$ cat src/rtl/qdac_pkg.sv
// Shared constants and the decoded command type for the quad DAC receiver.
package qdac_pkg;
    localparam int NCH     = 4;
    localparam int CODE_W  = 8;
    localparam int ADDR_W  = $clog2(NCH);
    localparam int FRAME_W = 16;
    // Fields kept from the frame: address, power request, speed, code.
    localparam int KEEP_W  = ADDR_W + 2 + CODE_W;
    localparam int PAD_W   = FRAME_W - KEEP_W;
    localparam int CNT_W   = $clog2(FRAME_W + 1);

    typedef struct packed {
        logic [ADDR_W-1:0] addr;
        logic              pwr;
        logic              spd;
        logic [CODE_W-1:0] code;
    } cmd_t;
endpackage

$ cat src/rtl/qdac_sync.sv
// Two-flop synchroniser for a vector of asynchronous pins.
// Assumes each bit is independent; RST_VAL gives the idle level of each pin.
module qdac_sync #(
    parameter int          W       = 1,
    parameter logic [W-1:0] RST_VAL = '0
) (
    input  logic         clk,
    input  logic         rst_n,
    input  logic [W-1:0] d_in,
    output logic [W-1:0] d_out
);
    logic [W-1:0] meta_q;

    // Two-stage capture into the system clock domain.
    always_ff @(posedge clk) begin
        if (!rst_n) begin
            meta_q <= RST_VAL;
            d_out  <= RST_VAL;
        end else begin
            meta_q <= d_in;
            d_out  <= meta_q;
        end
    end
endmodule

$ cat src/rtl/qdac_framer.sv
// Serial framer: finds edges of the synchronised serial pins, collects the
// kept frame bits MSB first and emits a one-cycle command pulse.
// Assumes the system clock runs at least 4x the serial clock.
module qdac_framer
    import qdac_pkg::*;
(
    input  logic clk,
    input  logic rst_n,
    input  logic sel_s,
    input  logic fs_s,
    input  logic sck_s,
    input  logic din_s,
    output logic cmd_valid,
    output cmd_t cmd
);
    logic              fs_q, sck_q;
    logic              active;
    logic [CNT_W-1:0]  cnt;
    logic [KEEP_W-1:0] shreg;
    logic [KEEP_W-1:0] bit_mask;

    wire fs_fall  = fs_q & ~fs_s;
    wire fs_rise  = ~fs_q & fs_s;
    wire sck_fall = sck_q & ~sck_s;
    wire sck_rise = ~sck_q & sck_s;

    // Previous pin levels for edge detection.
    always_ff @(posedge clk) begin
        if (!rst_n) begin
            fs_q  <= 1'b1;
            sck_q <= 1'b0;
        end else begin
            fs_q  <= fs_s;
            sck_q <= sck_s;
        end
    end

    // Select the kept bit written by the current frame position.
    always_comb begin
        for (int i = 0; i < KEEP_W; i++)
            bit_mask[i] = (cnt == CNT_W'(FRAME_W - 1 - PAD_W - i));
    end

    // Frame control: start, shift, full-length or early commit, abort.
    always_ff @(posedge clk) begin
        if (!rst_n) begin
            active    <= 1'b0;
            cnt       <= '0;
            shreg     <= '0;
            cmd_valid <= 1'b0;
            cmd       <= '0;
        end else begin
            cmd_valid <= 1'b0;
            if (sel_s) begin
                active <= 1'b0;
                cnt    <= '0;
            end else if (fs_fall) begin
                active <= 1'b1;
                cnt    <= '0;
                shreg  <= '0;
            end else if (active) begin
                if (fs_rise) begin
                    active <= 1'b0;
                    if (cnt != '0) begin
                        cmd_valid <= 1'b1;
                        cmd       <= cmd_t'(shreg);
                    end
                end else if (cnt == CNT_W'(FRAME_W) && sck_rise) begin
                    active    <= 1'b0;
                    cmd_valid <= 1'b1;
                    cmd       <= cmd_t'(shreg);
                end else if (sck_fall && cnt < CNT_W'(FRAME_W)) begin
                    shreg <= (shreg & ~bit_mask) | (bit_mask & {KEEP_W{din_s}});
                    cnt   <= cnt + 1'b1;
                end
            end
        end
    end


    cmd_single_chk: assert property (@(posedge clk) disable iff (!rst_n)
        cmd_valid |=> !cmd_valid);

    sel_block_chk: assert property (@(posedge clk) disable iff (!rst_n)
        sel_s |=> !cmd_valid);
endmodule

$ cat src/rtl/qdac_bank.sv
// Channel bank: pending registers, held output latches and shared control.
// Assumes cmd_valid is a single-cycle pulse from the framer.
module qdac_bank
    import qdac_pkg::*;
(
    input  logic                 clk,
    input  logic                 rst_n,
    input  logic                 cmd_valid,
    input  cmd_t                 cmd,
    input  logic                 hold_s,
    input  logic                 pwrdn_s,
    output logic [NCH*CODE_W-1:0] code_bus,
    output logic                 spd_r,
    output logic                 pd_r
);
    logic pwr_r;

    for (genvar ch = 0; ch < NCH; ch++) begin : g_ch
        logic [CODE_W-1:0] pend_q, out_q;

        // Pending register takes every word addressed to this channel.
        always_ff @(posedge clk) begin
            if (!rst_n)
                pend_q <= '0;
            else if (cmd_valid && cmd.addr == ADDR_W'(ch))
                pend_q <= cmd.code;
        end

        // Output latch follows the pending value while not held.
        always_ff @(posedge clk) begin
            if (!rst_n)
                out_q <= '0;
            else if (!hold_s)
                out_q <= pend_q;
        end

        assign code_bus[ch*CODE_W +: CODE_W] = out_q;
    end

    // Shared control bits from every applied word.
    always_ff @(posedge clk) begin
        if (!rst_n) begin
            pwr_r <= 1'b0;
            spd_r <= 1'b0;
        end else if (cmd_valid) begin
            pwr_r <= cmd.pwr;
            spd_r <= cmd.spd;
        end
    end

    // Power-down output: pin overrides the software request.
    always_ff @(posedge clk) begin
        if (!rst_n)
            pd_r <= 1'b0;
        else
            pd_r <= pwr_r | ~pwrdn_s;
    end


    spd_take_chk: assert property (@(posedge clk) disable iff (!rst_n)
        cmd_valid |=> (spd_r == $past(cmd.spd)));

    hold_stable_chk: assert property (@(posedge clk) disable iff (!rst_n)
        hold_s |=> $stable(code_bus));

    pin_pd_chk: assert property (@(posedge clk) disable iff (!rst_n)
        !pwrdn_s |=> pd_r);
endmodule

$ cat src/rtl/qdac_rx.sv
// Quad DAC serial command receiver top: synchronises the pins, frames the
// serial word and drives the four channel code latches.
// Assumes clk is at least 4x ser_clk; the pins are asynchronous.
module qdac_rx
    import qdac_pkg::*;
(
    input  logic                  clk,
    input  logic                  rst_n,
    input  logic                  sel_n,
    input  logic                  frm_sync,
    input  logic                  ser_clk,
    input  logic                  ser_din,
    input  logic                  hold_upd,
    input  logic                  pwrdn_n,
    output logic [NCH*CODE_W-1:0] dac_code,
    output logic                  fast_mode,
    output logic                  powered_down
);
    localparam int NPIN = 6;
    localparam logic [NPIN-1:0] PIN_IDLE = 6'b110001;

    logic [NPIN-1:0] pins_s;
    logic            sel_s, fs_s, sck_s, din_s, hold_s, pwrdn_s;
    logic            cmd_valid;
    cmd_t            cmd;

    qdac_sync #(.W(NPIN), .RST_VAL(PIN_IDLE)) sync_i (
        .clk   (clk),
        .rst_n (rst_n),
        .d_in  ({sel_n, frm_sync, ser_clk, ser_din, hold_upd, pwrdn_n}),
        .d_out (pins_s)
    );

    assign {sel_s, fs_s, sck_s, din_s, hold_s, pwrdn_s} = pins_s;

    qdac_framer framer_i (
        .clk       (clk),
        .rst_n     (rst_n),
        .sel_s     (sel_s),
        .fs_s      (fs_s),
        .sck_s     (sck_s),
        .din_s     (din_s),
        .cmd_valid (cmd_valid),
        .cmd       (cmd)
    );

    qdac_bank bank_i (
        .clk       (clk),
        .rst_n     (rst_n),
        .cmd_valid (cmd_valid),
        .cmd       (cmd),
        .hold_s    (hold_s),
        .pwrdn_s   (pwrdn_s),
        .code_bus  (dac_code),
        .spd_r     (fast_mode),
        .pd_r      (powered_down)
    );
endmodule

$ cat config.mk
export PLATFORM = sky130hd
export DESIGN_NAME = qdac_rx
export DESIGN_NICKNAME = d
export VERILOG_FILES = /design/src/rtl/qdac_pkg.sv /design/src/rtl/qdac_sync.sv /design/src/rtl/qdac_framer.sv /design/src/rtl/qdac_bank.sv /design/src/rtl/qdac_rx.sv
export SDC_FILE = /design/constraint.sdc
export NUM_CORES = 1
export LEC_CHECK = 0
export ABC_AREA = 1
export BUFFER_PORTS_ARGS = -buffer_cell sky130_fd_sc_hd__buf_2
export CORE_MARGIN = 2
export CORE_UTILIZATION = 55
export CTS_BUF_LIST = sky130_fd_sc_hd__clkbuf_8
export DETAILED_ROUTE_END_ITERATION = 10
export PLACE_DENSITY = 0.82
export SLEW_MARGIN = 10
export SYNTH_ARGS = -nofsm -noshare
export SYNTH_HDL_FRONTEND = slang
export SYNTH_SLANG_ARGS = --single-unit
$ cat constraint.sdc
create_clock -name clk -period 1.6 [get_ports clk]
set_clock_uncertainty 0.2 [all_clocks]
set_input_delay 0.48 -clock clk [delete_from_list [all_inputs] [get_ports clk]]
set_output_delay 0.48 -clock clk [all_outputs]
set_load 0.02 [all_outputs]
==> results.sh, run 1 <==
export IMPL_grt_first_pass_wirelength_um=16300
export IMPL_core_area_mm2=0.00777
export IMPL_ctsHtreeMaxLevel=3
export IMPL_grt_max_degree=52
export IMPL_syn_instance_count=579
export IMPL_first_pass_iters=7
export IMPL_p_per_area_mw_per_mm2=900
export IMPL_clockPowerShare_pct=37.4
export IMPL_finalHoldWorstSlack_ns=0.0758
export IMPL_path_cells="inv_2 -> ha_4 -> nand2_4 -> nor2_2 -> nand3_1 -> nand4_1 -> buf_12 -> nand2_1 -> a21oi_2"
export IMPL_netSwitchingFraction_pct=25.1
export IMPL_cpPeakStageDelay_ns=0.34
export IMPL_pin_count=42
export IMPL_n_antenna_cell=0
export IMPL_ys_warn_count=0
export IMPL_hold_path_class="in2reg"
export IMPL_ys_types=27
export IMPL_synth_net_count=591
export IMPL_rsz0062_at_grt="true"
export IMPL_drv_cap=0
export IMPL_switchingPower_mw=1.24
export IMPL_vias=4037
export IMPL_worstPathRequired_ns=1.71
export IMPL_violations="negative setup slack"
export IMPL_syn_area_mm2=0.00443
export IMPL_tritoncts="yes"
export IMPL_first_iter_violations=212
export IMPL_cp_max_fo=12
export IMPL_seq_area_frac_synth_pct=50.6
export IMPL_max_slew_margin_pct=75.4
export IMPL_die_x_um=93.7
export IMPL_yosys_area_top_type="dfxtp_1"
export IMPL_timing_final_ws_setup_ns=-0.0703
export IMPL_worst_skew_pair_late_latency_ns=0.38
export IMPL_worstSetupPathType="reg2reg"
export IMPL_grt_antenna_before_repair=0
export IMPL_cts_sinks=112
export IMPL_power_frac_seq_pct=57.5
export IMPL_intPower_mw=3.70
export IMPL_numCtsBuffers=9
export IMPL_drive_gt1_share_pct=29.1
export IMPL_ir_drop_uv=513
export IMPL_grt_ovfl_total=0
export IMPL_status="finished, violations left"
export IMPL_ys_ff_latch=112
export IMPL_port_buffers=41
export IMPL_start_util_pct=57.0
export IMPL_yosys_top_cells_area="dfxtp_1 (51%), nor2_1 (11%), o21ai_0 (7.8%)"
export IMPL_drt_total_wl_um=10600
export IMPL_setup_viol=8
export IMPL_p_leak_nw=2.38
export IMPL_wl_per_cell_um=14.2
export IMPL_critical_path_top_delay_family="simple AND/OR/NAND/NOR gates"
export IMPL_row_count=32
export IMPL_clockBufferDepth=2
export IMPL_avgSynthCellArea_um2=7.65
export IMPL_clkTransAtPathRegs_ns=0.12
export IMPL_finalMaxSlewViolations=0
export IMPL_p_total_mw=4.94
export IMPL_nNetsFinal=650
export IMPL_areaGrowthSynthToFinish_pct=24.0
export IMPL_max_freq_mhz=599
export IMPL_crit_path_end_kind="flip-flop"
export IMPL_clock_root_buffer="clkbuf_8"
export IMPL_dieArea_mm2=0.00878
export IMPL_drc=0
export IMPL_via_per_inst=5.42
export IMPL_min_period_ns=1.67
export IMPL_hold_viol=0
export IMPL_grt_pass1_vias=3633
export IMPL_p_comb_share_pct=5.0
export IMPL_slowest_stage="dfxtp_2"
export IMPL_die_h_um=93.7
export IMPL_grt_util_all_layers_pct=23.2
export IMPL_cp_start_kind="flip-flop"
export IMPL_synth_largest_type_area_fraction_pct=50.6
export IMPL_cp_num_buf_inv=2
export IMPL_cp_data_arrival_time_ns=1.78
export IMPL_fin_crit_sh_pct=104
export IMPL_detail_route_antenna_nets=0
export IMPL_gp_congestion=0.889
export IMPL_place_hpwl_um=6610
export IMPL_worst_slew_pin_slew_ns=0.369
## worst paths after layout
kind                  endpoint  slack (ns)  depth (start not counted)            start
max          framer_i.shreg[7]       -0.07                          9  framer_i.cnt[1]
min           sync_i.meta_q[0]        0.08                          2          pwrdn_n
max reg2reg  framer_i.shreg[7]       -0.07                          9  framer_i.cnt[1]
min reg2reg        bank_i.pd_r        0.22                          1  sync_i.d_out[0]
## timing repair
| item | CTS | global route |
|---|---|---|
| hold buffers | 0 | 0 |
| gates resized for setup | 13 | 107 |
| cloned | 2 | 2 |
| pin swaps | 2 | 34 |
| buffers inserted | 1 | 6 |
| endpoints found under the setup margin | 22 | 54 |
## cells in the mapped netlist
cell        n
nor2_1    124
dfxtp_1   112
o21ai_0    69
nand2_1    68
inv_1      48
nand3_1    43
a21oi_1    41
clkbuf_1   19
nor2_2     12
o21ai_1     9
or2_2       6
ha_1        4
buf_2       3
buf_6       3
nand2_2     2
nand2_4     2
nand3_4     2
nand4_1     2
xor2_1      2
buf_12      1
buf_4       1
clkinv_1    1
inv_2       1
inv_4       1
nand3b_4    1
nor2_8      1
nor3_2      1
## cell families (layout without fill, tap and decap cells)
group                    Yosys count  count (layout)  share of synthesized area [%]
flip-flops                       112             112                           50.6
AO/OA/AOI/OAI                    119             119                           13.5
adder cells (fa/ha/maj)            4               4                           1.13
XOR/XNOR                           2               2                          0.396
buffers and inverters             78             140                           7.71
AND/OR/NAND/NOR                  264             266                           26.7
## sequential cells by signal (all words and copies together), names as in the netlist
register	flops
bank_i.pwr_r	1
sync_i.d_out	6
framer_i.fs_q	1
framer_i.cmd	12
bank_i.g_ch.out_q	32
bank_i.pd_r	1
bank_i.spd_r	1
framer_i.cmd_valid	1
bank_i.g_ch.pend_q	32
framer_i.sck_q	1
framer_i.active	1
framer_i.shreg	12
framer_i.cnt	5
sync_i.meta_q	6
## routing by layer
layer	wire, µm	part of all wire, %	GRT usage (%)
met5	0	0	0
met4	278	2.6	10.3
met3	618	5.8	3.77
met2	5290	50	39.0
met1	4380	41	29.3
## layout by cell type (no fill, tap or decap), drive strengths merged
cell      netlist  routed
nor3            1       1
or2             6       6
nand3          45      45
clkinv          1       3
buf             8      71
bufinv          0       1
dfxtp         112     112
a21oi          41      41
nand2          72      73
clkinvlp        0       2
nand4           2       2
ha              4       4
inv            50      54
xor2            2       2
clkbuf         19       9
nor2          137     137
o21ai          78      78
nand3b          1       2
## metrics by stage
stage / util, % / cell area, µm² / instances / setup slack (ns) / TNS, ns
6_report: 70.7 / 5490 / 745 / -0.0703 / -0.164
3_3_place_gp: 62.2 / 4830 / 718 / -0.0268 / -0.0592
4_1_cts: 66.0 / 5120 / 737 / -0.0128 / -0.0298
2_1_floorplan: - / 4450 / 579 / 0.0106 / 0
5_1_grt: 70.7 / 5490 / 745 / -0.184 / -2.09
3_5_place_dp: 62.2 / 4830 / 718 / -0.0752 / -0.761
## cell type report
class	instances	area, µm²
clock buffers	9	124
clock inverters	7	105
fillers	576	2280
inverters	51	208
multi-input cells	391	2110
flip-flops and latches	112	2270
well taps	102	128
repair buffers	71	528
repair inverters	2	16.3
## power by group through the flow
stage               clock network (mW)  logic [mW]  registers, mW
global route                      1.99       0.273           2.85
floorplan                            0       0.119           2.93
CTS                               1.86       0.220           2.84
global placement                     0       0.208           2.90
detailed placement                   0       0.214           2.91
finish                            1.85       0.249           2.84
No activity file was read; power rests on OpenSTA's default activity.
==> run 2, diff against run 1 <==
--- a/config.mk
+++ b/config.mk
@@ -15,4 +15,5 @@
 export SLEW_MARGIN = 10
 export SYNTH_ARGS = -nofsm -noshare
 export SYNTH_HDL_FRONTEND = slang
+export SYNTH_HIERARCHICAL = 1
 export SYNTH_SLANG_ARGS = --single-unit
==> results.sh, run 2 <==
export IMPL_seq_area_frac_synth_pct=48.7
export IMPL_p_total_mw=4.85
export IMPL_worstSetupPathType="reg2reg"
export IMPL_wl_per_cell_um=11.9
export IMPL_grt_ovfl_total=0
export IMPL_drive_gt1_share_pct=17.2
export IMPL_p_leak_nw=2.65
export IMPL_avgSynthCellArea_um2=7.11
export IMPL_ys_warn_count=6
export IMPL_slowest_stage="dfxtp_1"
export IMPL_fin_crit_sh_pct=99.0
export IMPL_die_x_um=95.5
export IMPL_clock_root_buffer="clkbuf_8"
export IMPL_tritoncts="yes"
export IMPL_ctsHtreeMaxLevel=3
export IMPL_place_hpwl_um=6230
export IMPL_areaGrowthSynthToFinish_pct=15.0
export IMPL_first_iter_violations=180
export IMPL_clockPowerShare_pct=36.3
export IMPL_instances_no_fill=796
export IMPL_post_synth_top_count_cell="nor2_1"
export IMPL_crit_path_end_kind="flip-flop"
export IMPL_setup_viol=0
export IMPL_worst_path_most_repeated_cell="nor2_1"
export IMPL_ys_flop_type="dfxtp_1"
export IMPL_netSwitchingFraction_pct=23.6
export IMPL_dp_cells=778
export IMPL_vias=3986
export IMPL_grt_first_pass_wirelength_um=15100
export IMPL_drv_cap=0
export IMPL_p_per_area_mw_per_mm2=916
export IMPL_yosys_area_top_type="dfxtp_1"
export IMPL_cp_max_fo=6
export IMPL_p_comb_share_pct=5.0
export IMPL_max_freq_mhz=631
export IMPL_core_area_mm2=0.00818
export IMPL_nFillCells=690
export IMPL_max_slew_margin_pct=70.7
export IMPL_pin_count=42
export IMPL_cp_num_buf_inv=2
export IMPL_clkTransAtPathRegs_ns=0.10
export IMPL_intPower_mw=3.71
export IMPL_rsz0062_at_grt="true"
export IMPL_power_frac_seq_pct=58.7
export IMPL_status="finished, final reports clean"
export IMPL_hold_path_class="in2reg"
export IMPL_worst_skew_pair_late_latency_ns=0.37
export IMPL_ys_ff_latch=112
export IMPL_synth_async_reset_ratio_pct=0
export IMPL_cpPeakStageDelay_ns=0.38
export IMPL_syn_instance_count=648
export IMPL_first_pass_iters=5
export IMPL_gp_congestion=0.816
export IMPL_drt_total_wl_um=9460
export IMPL_hold_viol=0
export IMPL_detail_route_antenna_nets=0
export IMPL_synth_largest_type_area_fraction_pct=48.7
export IMPL_die_h_um=95.5
export IMPL_syn_area_mm2=0.00461
export IMPL_stdcell_area_mm2=0.00530
export IMPL_row_count=33
export IMPL_start_util_pct=56.4
export IMPL_drc=0
export IMPL_reg_top3="bank_i/g_ch.out_q (32), bank_i/g_ch.pend_q (32)"
export IMPL_dieArea_mm2=0.00913
export IMPL_finalMaxSlewViolations=0
export IMPL_yosys_top_cells_area="dfxtp_1 (49%), nor2_1 (12%), nand2_1 (12%)"
export IMPL_grt_pass1_vias=3414
export IMPL_switchingPower_mw=1.15
export IMPL_nNetsFinal=698
export IMPL_grt_antenna_before_repair=0
export IMPL_path_cells="inv_1 -> nor2_1 -> nand3_4 -> nand2_4 -> inv_4 -> nor2_4 -> nor2_1 -> nor2_1"
export IMPL_worstPathRequired_ns=1.71
export IMPL_numCtsBuffers=9
export IMPL_n_antenna_cell=0
export IMPL_synth_edff_count=0
export IMPL_cts_sinks=112
export IMPL_cp_data_arrival_time_ns=1.70
export IMPL_multi_input_area_mm2=0.00195
export IMPL_seq_area_mm2=0.00225
export IMPL_worst_slew_pin_slew_ns=0.440
export IMPL_port_buffers=41
export IMPL_cp_start_kind="flip-flop"
export IMPL_critical_path_top_delay_family="simple AND/OR/NAND/NOR gates"
export IMPL_via_per_inst=5.01
export IMPL_synth_net_count=660
export IMPL_grt_util_all_layers_pct=21.0
export IMPL_placed_cell_area_mm2=0.00490
export IMPL_netlist_top_cells_count="nor2_1 (147), nand2_1 (142), dfxtp_1 (112)"
export IMPL_min_period_ns=1.58
export IMPL_layout_common_cells="nor2_1 (141), nand2_1 (141), dfxtp_1 (103)"
export IMPL_ir_drop_uv=723
export IMPL_ys_types=24
export IMPL_postCtsSetupRepairBufs=0
export IMPL_finalHoldWorstSlack_ns=0.0718
export IMPL_clockBufferDepth=2
export IMPL_grt_max_degree=61
run 2: changes by cell type after synthesis, moves of 4 or more:
cell / change
nor2_1: +23
nor2_2: -10
o21ai_1: -9
nand4_1: +10
nand2_1: +74
a21boi_0: +4
o21ai_0: -34
inv_1: +30
or2_2: -6
buf_2: +13
clkbuf_1: -12
nand3_1: -25
run 2: what timing repair did:
action,CTS,global route
pin swaps,0,8
setup endpoints to repair,18,76
gates resized for setup,6,60
gates cloned,1,1
endpoints found under the hold margin,0,0
hold buffers,0,0
run 2: path summary, 6_finish.rpt:
check                   start  depth (start not counted)                to  slack [ns]
max reg2reg   sync_i/d_out[3]                          8   framer_i/cmd[7]        0.02
min                   pwrdn_n                          3  sync_i/meta_q[0]        0.07
max           sync_i/d_out[3]                          8   framer_i/cmd[7]        0.02
min reg2reg  sync_i/meta_q[4]                          2   sync_i/d_out[4]        0.21
run 2: per-stage QoR:
step | TNS [ns] | setup slack (ns) | util [%]
3_5_place_dp | -0.107 | -0.0363 | 60.0
2_1_floorplan | 0 | 0.0185 | -
4_1_cts | 0 | 0.000663 | 62.9
3_3_place_gp | 0 | 0.0516 | 60.0
6_report | 0 | 0.0152 | 64.8
5_1_grt | -0.560 | -0.0576 | 64.8
run 2: layout make-up:
cell class | count | share of cell area (%)
clock buffer | 10 | 2.60
inverter | 82 | 5.95
timing repair buffer | 58 | 8.15
sequential | 112 | 42.5
clock inverter | 6 | 1.42
multi-input combinational | 423 | 36.9
tap | 105 | 2.48
run 2: logic make-up after synthesis:
logic type | after synthesis | share of synthesized area [%]
flip-flops | 112 | 48.7
buffers and inverters | 114 | 10.9
AO/OA/AOI/OAI | 81 | 9.07
AND/OR/NAND/NOR | 337 | 30.3
adder cells (fa/ha/maj) | 4 | 1.09
run 2: metal layers:
metal	global-route usage, %	up-vias	part of all wire (%)
met5	0	-	0
met4	5.95	0	1.7
met3	4.82	17	4.6
met2	36.0	93	50
met1	26.3	1820	43
li1	-	2056	-
run 2: power by group through the flow:
stage | clock [mW] | combinational, mW | sequential (mW)
final | 1.76 | 0.242 | 2.85
after global routing | 1.91 | 0.275 | 2.85
after CTS | 1.81 | 0.230 | 2.85
after detailed placement | 0 | 0.227 | 2.91
after global placement | 0 | 0.222 | 2.91
after floorplan | 0 | 0.136 | 2.93
run 2: worst min-delay path, cell delays in order:
cell and delay, ns:
buf_2 0.07, inv_1 0.03, nand2_1 0.04
==> run 3, diff against run 2 <==
--- a/config.mk
+++ b/config.mk
@@ -5,7 +5,6 @@
 export SDC_FILE = /design/constraint.sdc
 export NUM_CORES = 1
 export LEC_CHECK = 0
-export ABC_AREA = 1
 export BUFFER_PORTS_ARGS = -buffer_cell sky130_fd_sc_hd__buf_2
 export CORE_MARGIN = 2
 export CORE_UTILIZATION = 55
==> results.sh, run 3 <==
export IMPL_syn_area_mm2=0.00438
export IMPL_p_leak_nw=2.10
export IMPL_worstSetupPathType="reg2reg"
export IMPL_worstPathRequired_ns=1.69
export IMPL_drc=0
export IMPL_cts_sinks=112
export IMPL_reg_top3="bank_i/g_ch.out_q (32), bank_i/g_ch.pend_q (32)"
export IMPL_wl_per_cell_um=14.6
export IMPL_worst_r2r_endpoint="framer_i/cmd[5]"
export IMPL_ctsHtreeMaxLevel=3
export IMPL_rsz0062_at_grt="true"
export IMPL_post_synth_top_count_cell="dfxtp_1"
export IMPL_nFillCells=585
export IMPL_synth_net_count=434
export IMPL_fin_crit_sh_pct=110
export IMPL_synth_simple_area_share_pct=19.1
export IMPL_setup_viol=16
export IMPL_drive_gt1_share_pct=23.0
export IMPL_netlist_top_cells_count="dfxtp_1 (112), mux2i_1 (89), nand2_1 (75)"
export IMPL_grt_util_all_layers_pct=20.5
export IMPL_reg2reg_depth=7
export IMPL_syn_instance_count=422
export IMPL_die_h_um=93.2
export IMPL_cp_max_fo=6
export IMPL_clock_root_buffer="clkbuf_8"
export IMPL_synth_mux_area_fraction_pct=20.3
export IMPL_place_hpwl_um=5760
export IMPL_hold_path_class="in2reg"
export IMPL_finalMaxSlewViolations=0
export IMPL_seq_area_frac_synth_pct=51.2
export IMPL_crit_path_end_kind="flip-flop"
export IMPL_p_total_mw=4.44
export IMPL_n_antenna_cell=0
export IMPL_worst_slew_pin_slew_ns=0.525
export IMPL_grt_max_degree=43
export IMPL_hold_viol=0
export IMPL_worst_skew_pair_late_latency_ns=0.37
export IMPL_core_area_mm2=0.00773
export IMPL_cp_data_arrival_time_ns=1.84
export IMPL_grt_first_pass_wirelength_um=14100
export IMPL_yosys_top_cells_area="dfxtp_1 (51%), mux2i_1 (20%), nand2_1 (6.4%)"
export IMPL_synth_largest_type_area_fraction_pct=51.2
export IMPL_cpPeakStageDelay_ns=0.33
export IMPL_ys_warn_count=6
export IMPL_grt_antenna_before_repair=0
export IMPL_min_period_ns=1.75
export IMPL_dieArea_mm2=0.00869
export IMPL_row_count=32
export IMPL_start_util_pct=56.7
export IMPL_first_iter_violations=152
export IMPL_ys_ff_latch=112
export IMPL_tns_ns=-1.55
export IMPL_r2r_start="framer_i/cnt[1]"
export IMPL_yosys_area_top_type="dfxtp_1"
export IMPL_status="finished, violations left"
export IMPL_via_per_inst=5.19
export IMPL_synthAdderAreaFrac_pct=1.37
export IMPL_worstSetupEndpoint="framer_i/cmd[5]"
export IMPL_detail_route_antenna_nets=0
export IMPL_die_x_um=93.2
export IMPL_holdBufCountCts=0
export IMPL_max_freq_mhz=571
export IMPL_clkTransAtPathRegs_ns=0.09
export IMPL_synth_edff_count=0
export IMPL_tritoncts="yes"
export IMPL_drt_total_wl_um=8480
export IMPL_r2r_setup_slack_ns=-0.15
export IMPL_ys_types=38
export IMPL_ir_drop_uv=642
export IMPL_slowest_stage="dfxtp_2"
export IMPL_synth_xor_area_share_pct=0.600
export IMPL_avgSynthCellArea_um2=10.4
export IMPL_layout_common_cells="dfxtp_1 (105), mux2i_1 (89), nand2_1 (73)"
export IMPL_nNetsFinal=486
export IMPL_max_slew_margin_pct=64.9
export IMPL_path_cells="inv_2 -> ha_4 -> nand2b_1 -> nor4_1 -> o2111a_2 -> clkbuf_16 -> mux2i_1"
export IMPL_vias=3014
export IMPL_clockBufferDepth=2
export IMPL_first_pass_iters=4
export IMPL_pin_count=42
export IMPL_synth_top_family_by_area="multiplexers"
export IMPL_final_common_cell="dfxtp_1"
export IMPL_numCtsBuffers=9
export IMPL_ys_flop_type="dfxtp_1"
export IMPL_gp_congestion=0.871
export IMPL_port_buffers=41
export IMPL_areaGrowthSynthToFinish_pct=16.7
export IMPL_drv_cap=0
export IMPL_synth_compound_area_share_pct=2.86
export IMPL_p_per_area_mw_per_mm2=869
export IMPL_crit_start="framer_i/cnt[1]"
export IMPL_cp_start_kind="flip-flop"
export IMPL_timing_final_ws_setup_ns=-0.153
export IMPL_grt_ovfl_total=0
export IMPL_grt_pass1_vias=2953
export IMPL_violations="negative setup slack"
export IMPL_synth_async_reset_ratio_pct=0
==> run 3: cell count changes after synthesis, sizes merged, moves of 14 or more <==
cell   before  now
nand2     148   76
o21ai      35    1
nor2      151    7
mux2i       0   89
nor2b       0   37
a21oi      41    3
inv        82    4
nand3      22    8
==> run 3: what timing repair did <==
| item | CTS | global route |
|---|---|---|
| cloned | 1 | 1 |
| buffers inserted | 4 | 3 |
| pin swaps | 4 | 8 |
| endpoints found under the setup margin | 26 | 39 |
| resized for setup | 7 | 27 |
==> run 3: cell type report <==
cell class              instances  area, µm²  share of cell area [%]
clock buffers                  10        138                    2.69
inverters                       4       15.0                   0.294
repair buffers                 70        522                    10.2
flip-flops and latches        112       2250                    44.0
clock inverters                 6       36.3                   0.710
multi-input cells             277       2020                    39.6
well taps                     102        128                    2.50
==> run 3: metal layers <==
layer	GRT usage, %	up-vias	share of wire, %
met5	0	-	0
met4	9.80	0	2.8
met3	4.19	21	3.7
met2	33.9	62	49
met1	25.6	1421	45
li1	-	1510	-
==> run 3: critical path: cells and delay by family, from the launching register on <==
family / cells / cell delay, ns
multiplexers: 1 / 0.19
flip-flops: 1 / 0.33
buffers and inverters: 2 / 0.25
AO/OA/AOI/OAI: 1 / 0.30
adder cells (fa/ha/maj): 1 / 0.14
AND/OR/NAND/NOR: 2 / 0.27
==> run 3: report_power, final <==
group	total (mW)	internal [mW]	leakage, nW	switching, mW
Sequential	2.81	2.80	0.908	0.0102
Clock	1.50	0.602	0.0913	0.900
Combinational	0.129	0.0595	1.10	0.0698
==> run 3: kinds of logic (layout without fill, tap and decap cells) <==
kind of cell	after synthesis	after routing
flops	112	112
xor+xnor	3	3
fa+ha+maj	5	5
simple gates	161	161
mux	89	89
buf+inv	33	90
compound gates	19	19
==> run 3: how the worst min path moves through the flow <==
stage	from	endpoint	cells after the start
after floorplan	sync_i/meta_q[0]	sync_i/d_out[0]	1
after global placement	sync_i/meta_q[4]	sync_i/d_out[4]	1
after detailed placement	sync_i/meta_q[5]	sync_i/d_out[5]	1
after CTS	pwrdn_n	sync_i/meta_q[0]	2
after global routing	sel_n	sync_i/meta_q[5]	2
final	frm_sync	sync_i/meta_q[4]	2
==> run 3: per-stage QoR <==
step | hold WS [ns] | util, % | std cells | setup WS (ns) | area (µm²)
3_3_place_gp | 0.189 | 61.5 | 557 | -0.0228 | 4750
6_report | 0.0896 | 66.2 | 581 | -0.153 | 5110
4_1_cts | 0.0804 | 64.5 | 578 | -0.0933 | 4980
3_5_place_dp | 0.197 | 61.5 | 557 | -0.103 | 4750
5_1_grt | 0.0833 | 66.2 | 581 | -0.241 | 5110
2_1_floorplan | 0.186 | - | 422 | -0.0680 | 4400
